File: config.mk
export PLATFORM = sky130hd
export DESIGN_NAME = vpw_tx
export DESIGN_NICKNAME = d
export VERILOG_FILES = /design/src/rtl/vpw_tx_pkg.sv /design/src/rtl/vpw_idle_detect.sv /design/src/rtl/vpw_symbol_len.sv /design/src/rtl/vpw_byte_shifter.sv /design/src/rtl/vpw_tx.sv
export SDC_FILE = /design/constraint.sdc
export NUM_CORES = 1
export LEC_CHECK = 0
export CAP_MARGIN = 10
export CORE_ASPECT_RATIO = 2
export CORE_MARGIN = 2
export CORE_UTILIZATION = 45
export CTS_BUF_LIST = sky130_fd_sc_hd__clkbuf_2 sky130_fd_sc_hd__clkbuf_4 sky130_fd_sc_hd__clkbuf_8
export DETAILED_ROUTE_END_ITERATION = 8
export PLACE_DENSITY_LB_ADDON = 0.2
export SLEW_MARGIN = 20
export SYNTH_ARGS = -nofsm -noshare
export SYNTH_HDL_FRONTEND = slang
export SYNTH_SLANG_ARGS = --single-unit
File: constraint.sdc
create_clock -name clk -period 3.05 [get_ports clk]
set_clock_uncertainty 0.1 [all_clocks]
set_input_delay 0.305 -clock clk [delete_from_list [all_inputs] [get_ports clk]]
set_output_delay 0.305 -clock clk [all_outputs]
set_load 0.01 [all_outputs]
File: src/rtl/vpw_tx_pkg.sv
package vpw_tx_pkg;

  typedef enum logic [2:0] {
    ST_IDLE,
    ST_SOF,
    ST_FETCH,
    ST_BITS,
    ST_EOF
  } vpw_state_e;

  function automatic int unsigned max3(input int unsigned a, input int unsigned b,
                                       input int unsigned c);
    int unsigned m;
    m = (a > b) ? a : b;
    return (m > c) ? m : c;
  endfunction

endpackage

File: src/rtl/vpw_idle_detect.sv
module vpw_idle_detect #(
  parameter int unsigned IFS_US = 300
) (
  input  logic clk,
  input  logic rst,
  input  logic tick_us,
  input  logic bus_active_i,
  output logic bus_idle
);
  localparam int unsigned W = $clog2(IFS_US + 2);
  localparam logic [W-1:0] TOP = W'(IFS_US + 1);

  logic [W-1:0] quiet_cnt;

  always_ff @(posedge clk) begin
    if (rst || bus_active_i) begin
      quiet_cnt <= '0;
    end else if (tick_us && quiet_cnt != TOP) begin
      quiet_cnt <= quiet_cnt + 1'b1;
    end
  end

  assign bus_idle = (quiet_cnt == TOP);
endmodule

File: src/rtl/vpw_symbol_len.sv
module vpw_symbol_len #(
  parameter int unsigned SHORT_US = 64,
  parameter int unsigned LONG_US  = 128,
  parameter int unsigned W        = 8
) (
  input  logic         data_bit,
  input  logic         level,
  output logic [W-1:0] len
);
  // A bit whose value differs from its level is the long one.
  assign len = (data_bit ^ level) ? W'(LONG_US) : W'(SHORT_US);
endmodule

File: src/rtl/vpw_byte_shifter.sv
module vpw_byte_shifter #(
  parameter int unsigned BYTE_W = 8
) (
  input  logic              clk,
  input  logic              rst,
  input  logic              load,
  input  logic              shift,
  input  logic [BYTE_W-1:0] din,
  input  logic              last_in,
  output logic              msb,
  output logic              final_bit,
  output logic              last_q
);
  localparam int unsigned IDX_W = $clog2(BYTE_W);
  localparam logic [IDX_W-1:0] IDX_LAST = IDX_W'(BYTE_W - 1);

  logic [BYTE_W-1:0] shreg;
  logic [IDX_W-1:0]  idx;

  always_ff @(posedge clk) begin
    if (rst) begin
      shreg  <= '0;
      idx    <= '0;
      last_q <= 1'b0;
    end else if (load) begin
      shreg  <= din;
      idx    <= '0;
      last_q <= last_in;
    end else if (shift) begin
      shreg  <= {shreg[BYTE_W-2:0], 1'b0};
      idx    <= idx + 1'b1;
    end
  end

  assign msb       = shreg[BYTE_W-1];
  assign final_bit = (idx == IDX_LAST);
endmodule

File: src/rtl/vpw_tx.sv
module vpw_tx
  import vpw_tx_pkg::*;
#(
  parameter int unsigned BYTE_W   = 8,
  parameter int unsigned SHORT_US = 64,
  parameter int unsigned LONG_US  = 128,
  parameter int unsigned SOF_US   = 200,
  parameter int unsigned EOF_US   = 280,
  parameter int unsigned IFS_US   = 300
) (
  input  logic              clk,
  input  logic              rst,
  input  logic              tick_us,
  input  logic              bus_active_i,
  input  logic [BYTE_W-1:0] in_data,
  input  logic              in_last,
  input  logic              in_valid,
  output logic              in_ready,
  output logic              tx_active,
  output logic              done
);
  localparam int unsigned MAX_US = max3(SOF_US, EOF_US, LONG_US);
  localparam int unsigned CNT_W  = $clog2(MAX_US + 1);
  localparam logic [CNT_W-1:0] CNT_SAT = '1;
  localparam logic [CNT_W-1:0] SOF_END = CNT_W'(SOF_US - 1);
  localparam logic [CNT_W-1:0] EOF_END = CNT_W'(EOF_US - 1);

  vpw_state_e       state;
  logic [CNT_W-1:0] cnt;
  logic             tx_q;
  logic             done_q;
  logic             bus_idle;
  logic             cur_bit;
  logic             final_bit;
  logic             frame_last;
  logic [CNT_W-1:0] bit_len;
  logic             load_byte;
  logic             bit_end;
  logic             shift_byte;
  logic             start_ok;

  vpw_idle_detect #(.IFS_US(IFS_US)) u_idle (
    .clk          (clk),
    .rst          (rst),
    .tick_us      (tick_us),
    .bus_active_i (bus_active_i),
    .bus_idle     (bus_idle)
  );

  vpw_symbol_len #(.SHORT_US(SHORT_US), .LONG_US(LONG_US), .W(CNT_W)) u_len (
    .data_bit (cur_bit),
    .level    (tx_q),
    .len      (bit_len)
  );

  vpw_byte_shifter #(.BYTE_W(BYTE_W)) u_shift (
    .clk       (clk),
    .rst       (rst),
    .load      (load_byte),
    .shift     (shift_byte),
    .din       (in_data),
    .last_in   (in_last),
    .msb       (cur_bit),
    .final_bit (final_bit),
    .last_q    (frame_last)
  );

  assign in_ready   = (state == ST_FETCH);
  assign load_byte  = in_ready && in_valid;
  assign bit_end    = (state == ST_BITS) && tick_us && (cnt >= bit_len - 1'b1);
  assign shift_byte = bit_end && !final_bit;
  assign start_ok   = (state == ST_IDLE) && in_valid && bus_idle && !bus_active_i && tick_us;

  always_ff @(posedge clk) begin
    if (rst) begin
      state  <= ST_IDLE;
      cnt    <= '0;
      tx_q   <= 1'b0;
      done_q <= 1'b0;
    end else begin
      done_q <= 1'b0;
      unique case (state)
        ST_IDLE: begin
          if (start_ok) begin
            state <= ST_SOF;
            tx_q  <= 1'b1;
            cnt   <= '0;
          end
        end
        ST_SOF: begin
          if (tick_us) begin
            if (cnt == SOF_END) begin
              state <= ST_FETCH;
              tx_q  <= 1'b0;
              cnt   <= '0;
            end else begin
              cnt <= cnt + 1'b1;
            end
          end
        end
        ST_FETCH: begin
          // Opening passive bit is already being timed here.
          if (tick_us && cnt != CNT_SAT) cnt <= cnt + 1'b1;
          if (in_valid) state <= ST_BITS;
        end
        ST_BITS: begin
          if (bit_end) begin
            cnt <= '0;
            if (final_bit) begin
              tx_q  <= 1'b0;
              state <= frame_last ? ST_EOF : ST_FETCH;
            end else begin
              tx_q <= ~tx_q;
            end
          end else if (tick_us) begin
            cnt <= cnt + 1'b1;
          end
        end
        ST_EOF: begin
          if (tick_us) begin
            if (cnt == EOF_END) begin
              state  <= ST_IDLE;
              done_q <= 1'b1;
              cnt    <= '0;
            end else begin
              cnt <= cnt + 1'b1;
            end
          end
        end
        default: state <= ST_IDLE;
      endcase
    end
  end

  assign tx_active = tx_q;
  assign done      = done_q;
endmodule

### Word level (Yosys, flattened, before mapping)

Cells that the tools add are included.

* logic and storage cells: 88
* bits in writable memories: 0
* output and inout port bits: 3
* bits of input ports: 14
* memories: 0
* bits in registers: 35
* bits in read-only memories: 0
* latch bits: 0

* bitwise logic cells: 4
* $add $sub $neg: 4
* eq/ne operators: 20
* shifts and indexed selects: 0
* order comparisons: 1
* reduce and logical (&&, ||, !) cells: 22
* multiply operators: 0
* divide/modulo/power cells: 0
* multiplexer cells: 29

Operators with widths (count)
* $mux 9: 8
* $pmux 9 s5: 1
* $mux 3: 9
* $mux 8: 3
* $add 9x1->9 const B: 2
* $eq 9x9->1 const B: 2
* $ne 9x9->1 const B: 2
* $ne 2x2->1 const B: 8
* $pmux 3 s5: 1
* $logic_and 1x1->1: 10
* $eq 9x8->1 const B: 1
* $ge 9x9->1: 1
* $sub 9x1->9 const B: 1
* $reduce_and 8->1: 1
* $eq 3x2->1 const B: 2
* $eq 3x3->1 const B: 2
* $mux 1: 6
* $reduce_and 6->1: 1
* $reduce_and 5->1: 1
* $reduce_bool 5->1: 1
* $add 3x1->3 const B: 1
* $eq 3x1->1 const B: 1
* $logic_not 3->1: 1
* $ne 3x3->1 const B: 1
* 10 further kinds: 13

### Logic depth before layout (Yosys ltp)

* depth after elaboration: 8
* gate-level depth with buffers: 10
* mapped depth without buffers: 9

### Hierarchy

A second synthesis with hierarchy kept.

* cell total of the unflattened synthesis: 262
* area, all modules: 2326.0 um^2

By module, submodules not included
* vpw_tx: times used 1, seq. area each 280.3 um^2, cells an instance 146, area an instance 1239.9 um^2
* vpw_byte_shifter: times used 1, seq. area each 240.2 um^2, cells an instance 50, area an instance 533.0 um^2
* vpw_idle_detect: times used 1, seq. area each 180.2 um^2, cells an instance 56, area an instance 479.2 um^2
* vpw_symbol_len: times used 1, seq. area each 0.0 um^2, cells an instance 10, area an instance 73.8 um^2

### Worst setup path before layout

No wires, ideal clock.

* kind: register to register
* start point: reg cnt[0]
* end point: reg cnt[0]
* buffers on the path: 1
* setup slack: 712 ps
* setup time: 132 ps
* data arrival time: 2106 ps
* required time: 2818 ps
* stages on the path, launching flop included: 11
* clock period less this slack: 2338 ps
* cell sequence: dfxtp_1 -> ha_1 -> nand3_1 -> nor3_1 -> ha_1 -> nor2b_1 -> o32a_1 -> or2_1 -> buf_2 -> o41ai_4 -> nor2_1

* cells in the longest elaborated chain, start to end: 4
* elaborated cells between the ends (all ways): 18
* classes of those cells: add/sub: 1; order compare: 1; eq/ne: 5; mux: 8; reduce/logical: 3

RTL lines
* from (decl): line vpw_tx.sv:29 `logic [CNT_W-1:0] cnt;`
* from (signal assigned): line vpw_tx.sv:97 `cnt <= cnt + 1'b1;`
* from (signal assigned): line vpw_tx.sv:103 `if (tick_us && cnt != CNT_SAT) cnt <= cnt + 1'b1;`
* from (signal assigned): line vpw_tx.sv:116 `cnt <= cnt + 1'b1;`
* $add 9x1->9 (tied with other cells)
* $mux 9 (tied with other cells): line vpw_tx.sv:121 `if (cnt == EOF_END) begin`
* $mux 9 (tied with other cells): line vpw_tx.sv:120 `if (tick_us) begin`
* $pmux 9 s5 or $reduce_and 6->1 (tied branches)

Parallel ways exist; a longest one is shown, timed or not. The select of a mux whose other input is x is not followed.
A chain may end at the register's enable or synchronous reset.

### Worst setup path after layout

* start point: reg cnt[0]
* end point: reg cnt[7]

The elaborated chain is that of the path after synthesis.

==> flow_metrics.tcl <==
set metrics [dict create \
    max_clock_freq_mhz 396 \
    dpl_cell_area_mm2 0.00213 \
    dp_hpwl_mm 3.29 \
    initial_core_util 0.472 \
    gp_congestion 0.833 \
    worstMarginPinSlew_ns 0.554 \
    core_area_mm2 0.00409 \
    wl_per_cell_um 15.2 \
    power_density_mw_per_mm2 438 \
    critPathLaunchType "flop" \
    syn_nets 244 \
    drive_above_1_share 0.104 \
    yosysUniqueCellTypes 53 \
    drc 0 \
    dp_cells 284 \
    post-route-util 0.543 \
    synth_common_cells "35 x dfxtp_1, 31 x nor2_1, 17 x nor3_1" \
    report.final.slew_viol_count 0 \
    die_y_um 96.6 \
    diodes 0 \
    register_area_um2 701 \
    cpMaxStageDelayCell "o41ai_4" \
    ioPinCount 17 \
    worstPathRequired_ns 3.12 \
    path_clk_slew_ns 0.08 \
    yosysSeqAreaShare 0.363 \
    finalSetupViolCount 0 \
    cts_num_sinks 35 \
    hold_buffers 0 \
    drt-initial-drc-count 27 \
    nFillCells 399 \
    crit_fanout 7 \
    post-cts-setup-buffer-count 0 \
    hp-start "u_shift.shreg[0]" \
    rr_worst_depth 9 \
    overflow 0 \
    h-tree-depth 2 \
    num_vias 1708 \
    synth-seq-cells 35 \
    grtUsageTotal 0.208 \
    ir_drop_mv 0.451 \
    synth_ff_type "dfxtp_1" \
    r2r-end "cnt[7]" \
    fin_crit_ns 2.53 \
    firstDrtPassIters 4 \
    final_cells 292 \
    hold_class "flop to flop" \
    synth_edf_count 0 \
    p_leak_nw 0.795 \
    port_buffers 16 \
    slew_headroom 0.625 \
    hold_viol_final 0 \
    arrival_ns 2.60 \
    r2r_setup_slack_ns 0.52 \
    max_stage_delay_ns 0.48 \
    chipWidth_um 50.3 \
    path_common_cell "ha_1" \
    antenna_left 0 \
    yosys-top-cells-area "dfxtp_1 36%, nor2_1 6.0%, ha_1 4.5%" \
    cap_violations 0 \
    status "finished, final reports clean" \
    syn2layout_area_growth_pct 15.1 \
    fin_nets 260 \
    cts_resized 0 \
    rsz0062_at_grt "no" \
    ys_async_sr_fraction 0 \
    fin_setup_tns_ns 0 \
    antenna_found_initial 0 \
    crit_chain "ha_1, nand3_1, nor3_1, ha_1, nor2b_1, o32a_1, or2_1, o41ai_4, nor2_1" \
    drt_wl_total_mm 4.45 \
    min_path_cells 2 \
    endpoint_kind "flop" \
    vias_per_cell 5.85 \
    grt_pass1_wl_mm 7.57 \
    cts_tree "yes" \
    cts_made_buffers 5 \
    syn_inst 223 \
    synth_most_common_cell "dfxtp_1" \
    top_usage_layer "met2" \
    dieArea_mm2 0.00486 \
    syn_avg_cell_area_um2 8.65 \
    multi_input_area_mm2 0.00112 \
    grt_use_met1 0.219 \
    fin_crit_sh 0.828 \
    use_met3 0.0308 \
    stdcell_area_mm2 0.00222 \
    yosysTopAreaCellShare 0.363 \
    first_global_vias 1697 \
    synth_area_mm2 0.00193 \
    yosysWarnings 0 \
    r2r_start "cnt[0]" \
    clk_latency_ns 0.30 \
    root_buffer "clkbuf_8" \
    rows 33 \
    min_to "u_shift.shreg[0]" \
    cts_buffer_depth 2 \
    synth.largest_area_cell "dfxtp_1" \
    grt_util_met2 0.363 \
    critical_path_class "flop to flop" \
    grt_max_degree 18 \
]
## placed cells by master (no fill, tap or decap), drive strengths merged, types with 3 or more instances in the layout
master	instances
a2111oi	6
a211oi	3
a21oi	10
a31oi	4
and2	3
buf	7
clkbuf	5
clkdlybuf4s50	16
dfxtp	35
ha	7
inv	7
mux2i	4
nand2	10
nand2b	3
nand3	6
nand4	7
nor2	31
nor2b	5
nor3	17
xnor2	8
xor2	7
## layout make-up
class	count	share of cell area
Sequential cell	35	0.316
Clock buffer	5	0.0310
Timing Repair Buffer	23	0.0959
Inverter	7	0.0118
Tap cell	52	0.0293
Clock inverter	3	0.00902
Multi-Input combinational cell	167	0.507
## state kept, by name, indices dropped and copies added, names as in the netlist
signal / count
cnt: 9
u_idle.quiet_cnt: 9
u_shift.shreg: 8
state: 3
u_shift.idx: 3
done: 1
tx_active: 1
u_shift.last_q: 1
## layer usage
| layer | part of all wire | vias to the layer above |
|---|---|---|
| li1 | - | 840 |
| met1 | 0.40 | 806 |
| met2 | 0.51 | 42 |
| met3 | 0.030 | 20 |
| met4 | 0.057 | 0 |
| met5 | 0 | - |
## power breakdown
| part | leakage [nW] | switching [mW] | internal [mW] |
|---|---|---|---|
| clock network | 0.0402 | 0.188 | 0.159 |
| registers | 0.282 | 0.0193 | 0.467 |
| logic | 0.473 | 0.0773 | 0.0615 |
| total | 0.795 | 0.285 | 0.687 |
## critical path, delay by kind of cell (launching register included)
kind	cells	cell delay (ns)
compound gates	2	0.76
fa+ha+maj	2	0.42
flops	1	0.36
simple gates	5	0.75
## kinds of logic (layout without fill, tap and decap cells)
family | count (synthesis) | in the layout | share of synthesized area
AO/OA/AOI/OAI | 38 | 38 | 0.160
XOR/XNOR | 15 | 15 | 0.0681
adder cells (fa/ha/maj) | 7 | 7 | 0.0454
buffers and inverters | 21 | 38 | 0.0532
flip-flops | 35 | 35 | 0.363
multiplexers | 4 | 4 | 0.0208
AND/OR/NAND/NOR | 103 | 103 | 0.289
## per-stage QoR
stage                     hold slack (ns)  setup WS (ns)  power (mW)
final                               0.381          0.523       0.972
after global routing                0.407          0.348        1.01
after CTS                           0.385          0.517       0.979
after detailed placement            0.371          0.452       0.636
after global placement              0.359          0.524       0.634
after floorplan                     0.341          0.712       0.589
## worst max path at each step
| stage | startpoint | to | slack (ns) | depth (start not counted) |
|---|---|---|---|---|
| 2_1_floorplan | cnt[0] | cnt[0] | 0.71 | 10 |
| 3_3_place_gp | tick_us | cnt[0] | 0.52 | 6 |
| 3_5_place_dp | tick_us | cnt[5] | 0.45 | 6 |
| 4_1_cts | cnt[0] | cnt[7] | 0.52 | 9 |
| 5_1_grt | cnt[0] | cnt[5] | 0.35 | 9 |
| 6_report | cnt[0] | cnt[7] | 0.52 | 9 |
Note: power is estimated with default switching activity, not from simulation.
